File: config.mk
export PLATFORM = sky130hd
export DESIGN_NAME = avg_word_fmt
export DESIGN_NICKNAME = d
export VERILOG_FILES = /design/src/rtl/avgfmt_pkg.sv /design/src/rtl/avgfmt_ctrl.sv /design/src/rtl/avgfmt_datapath.sv /design/src/rtl/avg_word_fmt.sv
export SDC_FILE = /design/constraint.sdc
export NUM_CORES = 1
export LEC_CHECK = 0
export BUFFER_PORTS_ARGS = -buffer_cell sky130_fd_sc_hd__buf_4
export CAP_MARGIN = 20
export CORE_MARGIN = 5
export CORE_UTILIZATION = 50
export DETAILED_ROUTE_END_ITERATION = 8
export PLACE_DENSITY_LB_ADDON = 0.1
export RECOVER_POWER = 50
export SYNTH_ARGS = -nofsm -noshare
export SYNTH_HDL_FRONTEND = slang
export SYNTH_SLANG_ARGS = --single-unit
File: constraint.sdc
create_clock -name clk -period 6.1 [get_ports clk]
set_input_delay 0 -clock clk [delete_from_list [all_inputs] [get_ports clk]]
set_output_delay 0 -clock clk [all_outputs]
set_load 0.1 [all_outputs]
File: src/rtl/avgfmt_pkg.sv
package avgfmt_pkg;
  typedef struct packed {
    logic restart;
    logic take;
    logic first;
    logic last;
  } ctl_t;
endpackage

File: src/rtl/avgfmt_ctrl.sv
module avgfmt_ctrl
  import avgfmt_pkg::*;
#(
  parameter int RATIO_W = 3
) (
  input  logic               clk,
  input  logic               rstN,
  input  logic               sampleValid,
  input  logic [RATIO_W-1:0] ratioCode,
  output ctl_t               ctl
);
  localparam int CNT_W = (1 << RATIO_W) - 1;

  logic [RATIO_W-1:0] ratioQ;
  logic [CNT_W-1:0]   cnt;
  logic [CNT_W-1:0]   cntBase;
  logic [CNT_W-1:0]   lenM1;
  logic [CNT_W-1:0]   lenM1Q;

  always_comb begin
    lenM1      = CNT_W'((CNT_W+1)'(1) << ratioCode) - CNT_W'(1);
    lenM1Q     = CNT_W'((CNT_W+1)'(1) << ratioQ) - CNT_W'(1);
    ctl.restart = (ratioCode != ratioQ);
    cntBase    = ctl.restart ? '0 : cnt;
    ctl.take   = sampleValid;
    ctl.first  = sampleValid && (cntBase == '0);
    ctl.last   = sampleValid && (cntBase == lenM1);
  end

  always_ff @(posedge clk) begin
    if (!rstN) begin
      ratioQ <= '0;
      cnt    <= '0;
    end else begin
      ratioQ <= ratioCode;
      if (sampleValid)
        cnt <= ctl.last ? '0 : cntBase + CNT_W'(1);
      else if (ctl.restart)
        cnt <= '0;
    end
  end

  // code 0 makes every sample close its window
  p_passthru_r1: assert property (@(posedge clk) disable iff (!rstN)
    (sampleValid && ratioCode == '0) |-> ctl.last);

  // the count stays inside the window it was started under
  p_count_bound_r2: assert property (@(posedge clk) disable iff (!rstN)
    cnt <= lenM1Q);

  // a ratio change with no sample leaves the count at zero
  p_restart_r8: assert property (@(posedge clk) disable iff (!rstN)
    (ctl.restart && !sampleValid) |=> (cnt == '0));
endmodule

File: src/rtl/avgfmt_datapath.sv
module avgfmt_datapath
  import avgfmt_pkg::*;
#(
  parameter int          DATA_W  = 16,
  parameter int          TAG_W   = 4,
  parameter int          RATIO_W = 3,
  parameter logic [15:0] PATTERN = 16'hA5A5
) (
  input  logic                    clk,
  input  logic                    rstN,
  input  ctl_t                    ctl,
  input  logic [DATA_W-1:0]       sampleData,
  input  logic [TAG_W-1:0]        sampleChan,
  input  logic [TAG_W-1:0]        statusFlags,
  input  logic [RATIO_W-1:0]      ratioCode,
  input  logic                    fixPattern,
  input  logic [1:0]              appendMode,
  output logic                    outValid,
  output logic [DATA_W+TAG_W-1:0] outWord,
  output logic                    outHasTag
);
  localparam int MAX_LOG = (1 << RATIO_W) - 1;
  localparam int ACC_W   = DATA_W + MAX_LOG;

  logic [ACC_W-1:0]  acc;
  logic [ACC_W-1:0]  sumNext;
  logic [ACC_W-1:0]  shifted;
  logic [DATA_W-1:0] dataField;
  logic [TAG_W-1:0]  tagField;
  logic              tagOn;

  always_comb begin
    sumNext   = (ctl.first ? '0 : acc) + ACC_W'(sampleData);
    shifted   = sumNext >> ratioCode;
    dataField = fixPattern ? DATA_W'(PATTERN) : shifted[DATA_W-1:0];
    unique case (appendMode)
      2'b01:   begin tagField = sampleChan;  tagOn = 1'b1; end
      2'b10:   begin tagField = statusFlags; tagOn = 1'b1; end
      default: begin tagField = '0;          tagOn = 1'b0; end
    endcase
  end

  always_ff @(posedge clk) begin
    if (!rstN) begin
      acc       <= '0;
      outValid  <= 1'b0;
      outWord   <= '0;
      outHasTag <= 1'b0;
    end else begin
      if (ctl.take)
        acc <= ctl.last ? '0 : sumNext;
      else if (ctl.restart)
        acc <= '0;
      outValid <= ctl.take && ctl.last;
      if (ctl.take && ctl.last) begin
        outWord   <= {dataField, tagField};
        outHasTag <= tagOn;
      end
    end
  end

  // a word only follows an accepted sample
  p_valid_after_sample_r9: assert property (@(posedge clk) disable iff (!rstN)
    outValid |-> $past(ctl.take));

  // no tag means an empty nibble
  p_empty_tag_r7: assert property (@(posedge clk) disable iff (!rstN)
    (outValid && !outHasTag) |-> (outWord[TAG_W-1:0] == '0));
endmodule

File: src/rtl/avg_word_fmt.sv
module avg_word_fmt
  import avgfmt_pkg::*;
#(
  parameter int          DATA_W  = 16,
  parameter int          TAG_W   = 4,
  parameter int          RATIO_W = 3,
  parameter logic [15:0] PATTERN = 16'hA5A5
) (
  input  logic                    clk,
  input  logic                    rstN,
  input  logic                    sampleValid,
  input  logic [DATA_W-1:0]       sampleData,
  input  logic [TAG_W-1:0]        sampleChan,
  input  logic [TAG_W-1:0]        statusFlags,
  input  logic [RATIO_W-1:0]      ratioCode,
  input  logic                    fixPattern,
  input  logic [1:0]              appendMode,
  output logic                    outValid,
  output logic [DATA_W+TAG_W-1:0] outWord,
  output logic                    outHasTag
);
  ctl_t ctl;

  avgfmt_ctrl #(.RATIO_W(RATIO_W)) u_ctrl (
    .clk(clk), .rstN(rstN), .sampleValid(sampleValid),
    .ratioCode(ratioCode), .ctl(ctl)
  );

  avgfmt_datapath #(.DATA_W(DATA_W), .TAG_W(TAG_W), .RATIO_W(RATIO_W),
                    .PATTERN(PATTERN)) u_dp (
    .clk(clk), .rstN(rstN), .ctl(ctl), .sampleData(sampleData),
    .sampleChan(sampleChan), .statusFlags(statusFlags), .ratioCode(ratioCode),
    .fixPattern(fixPattern), .appendMode(appendMode), .outValid(outValid),
    .outWord(outWord), .outHasTag(outHasTag)
  );
endmodule

==> results.toml <==
[global_routing]
overflow = 0
grt_use_total_pct = 24.4
antenna_found_initial = 0
grt_max_degree = 35
grt_pass1_vias = 4471
grt_pass1_wl_mm = 22.6

[synth]
async_flop_share_pct = 0
avgSynthCellArea_um2 = 7.91
synth.most_common_cell = "nand2_1"
synth_commonest_cells = "nand2_1 (59), nor2_1 (58), dfxtp_1 (55)"
synth_top_area_share_pct = 23.7
synth_top_area_cell = "dfxtp_1"
syn-num-nets = 642
synth_area_um2 = 4640
synth_ff_type = "dfxtp_1"
synthDistinctLibCells = 83
ys_top_cells_by_area = "dfxtp_1 (24%), ha_1 (5.7%), nand2_1 (4.8%)"
yosysSeqAreaShare_pct = 23.7
netlist_instances = 587
ys_ff_latch = 55
yosys_warnings = 0
synth-edff-count = 0

[clock_tree]
cts.clk_slew.worst_paths_ns = 0.12
cts.repair.resized = 0
clk_path_buf_depth = 2
cts_buffers = 5
clock-root-buffer = "clkbuf_8"
clk_latency_ns = 0.33
h-tree-depth = 2
numClockSinks = 55
cts_hold_buf = 6
cts_tree = "built"
post_cts_buffers = 0

[worst_setup_path]
critPathMaxFanout = 12
endpoint_kind = "flip-flop"
crit_arrival_ns = 5.18
rrSetupSlack_ns = 1.15
start_kind = "flip-flop"
required_ns = 6.33
path_class = "flip-flop to flip-flop"

[floorplan]
fp.dieArea_um2 = 11300
core_area_um2 = 9150
die_y_um = 106
initial_core_util_pct = 50.7
die_x_um = 106
ios = 55
rows = 35

[detailed_routing]
routed-wl-met3_um = 905
wl_met1_mm = 6.01
drc_errors = 0
first_pass_iters = 5
top_layer = "met4"
wl_met2_mm = 6.37
drt_iter0_drc = 323
vias = 4657
viasPerCell = 6.36
detail-route-antenna-nets = 0
routedWlPerCell_um = 18.7
routed_wl_mm = 13.7

[sta]
clock.fmax_mhz = 202
slew_violations = 35
finalSetupViolations = 0
period_share_pct = 81.1
skew_ns = 0.00465
finalSetupTns_ns = 0
finalHoldViolCount = 0
rsz0062_at_grt = "no"
min_period_ns = 4.95
slew_headroom_pct = -23.8
tightest_slew_ns = 1.86

[finish]
n_antenna_cell = 0
regArea_um2 = 1100
fillers = 881
syn2layout_area_growth_pct = 10.2
layout-drive-gt1-share_pct = 11.1
nNetsFinal = 675
multiInputGateArea_um2 = 3300
final_cells = 732

[power_and_ir_drop]
ir_worst_vdd_v = 0.000101
p_per_area_nw_per_um2 = 169
leakagePower_nw = 2.02

[placement]
numPortBuffers = 54
hpwl_mm = 10.1
place_inst = 717
gp_congestion = 0.940

[status]
violations = "max-capacitance violations, max-slew violations"
status = "complete, but fails checks"

[hold_path]
hp-class = "input pin to flip-flop"

[job]
maxCapViolCount = 1
[metal layers]
metal	track usage (%)	vias up
met2	39.3	194
li1	-	2256
met5	0	-
met3	3.10	37
met1	33.3	2170
met4	8.88	0
[per-stage QoR]
step	util, %	instance area (µm²)	power, mW	setup slack, ns	hold WS, ns
after detailed placement	55.3	5060	0.627	1.22	0.329
after global placement	55.2	5050	0.623	1.20	0.321
after global routing	55.9	5120	0.906	0.869	0.0205
final	55.9	5120	0.864	1.15	0.00582
after floorplan	-	4640	0.560	1.80	0.184
after CTS	57.1	5220	0.864	1.20	0.00400
[power by group]
| part | switching (mW) | internal [mW] | total, mW |
|---|---|---|---|
| clock | 0.150 | 0.0887 | 0.238 |
| sequential | 0.00460 | 0.367 | 0.372 |
| combinational | 0.152 | 0.102 | 0.253 |
[layout by cell type, fill, tap and decap left out, types with 14 or more instances in the layout]
| cell type | synthesis | final |
|---|---|---|
| nand2_1 | 59 | 59 |
| nand3_1 | 15 | 15 |
| ha_1 | 21 | 21 |
| xnor2_1 | 21 | 21 |
| buf_4 | 0 | 32 |
| o21ai_0 | 28 | 28 |
| inv_1 | 14 | 14 |
| nor2_1 | 58 | 57 |
| clkbuf_1 | 23 | 26 |
| a21oi_1 | 26 | 26 |
| nor3_1 | 17 | 17 |
| a22oi_1 | 20 | 20 |
| and2_1 | 22 | 22 |
| dfxtp_1 | 55 | 55 |
[registers in the layout, summed over array words and instances, names as in the netlist]
name,flops
u_ctrl.ratioQ,3
u_dp.outWord,20
u_dp.outValid,1
u_dp.outHasTag,1
u_dp.acc,23
u_ctrl.cnt,7
[kinds of logic after synthesis]
family,after synthesis,share of synthesized area [%]
fa+ha+maj,22,6.09
xor+xnor,34,7.03
mux,19,5.50
simple gates,223,24.4
compound gates,178,28.2
flops,55,23.7
buf+inv,56,5.04
[critical path: stages (launching register included)]
cell and delay (ns):
dfxtp_1 0.35, xnor2_1 0.29, and3_1 0.43, nand2_1 0.15, ha_1 0.23, o211ai_1 0.28
buf_6 0.23, and2_1 0.14, ha_1 0.29, a21oi_1 0.45, nand2_1 0.12, o311ai_2 0.50
a211oi_1 0.25, a211o_1 0.34, and3_1 0.20, a2111o_1 0.34, a32o_1 0.24
[layout make-up]
| cell class | instances | share of cell area (%) |
|---|---|---|
| repair buffers | 65 | 8.00 |
| multi-input cells | 476 | 64.6 |
| flip-flops and latches | 55 | 21.5 |
| clock buffers | 5 | 1.34 |
| inverters | 17 | 1.25 |
| clock inverters | 3 | 0.611 |
| well taps | 111 | 2.71 |
[final timing paths]
path / from / end / cells after the start
worst max register to register: u_ctrl.ratioQ[2] / u_dp.outWord[16] / 16
worst max-delay path: u_ctrl.ratioQ[2] / u_dp.outWord[16] / 16
worst min-delay path: statusFlags[0] / u_dp.outWord[0] / 3
worst min register to register: u_dp.acc[11] / u_dp.acc[11] / 2
(Power assumes the default switching activity.)
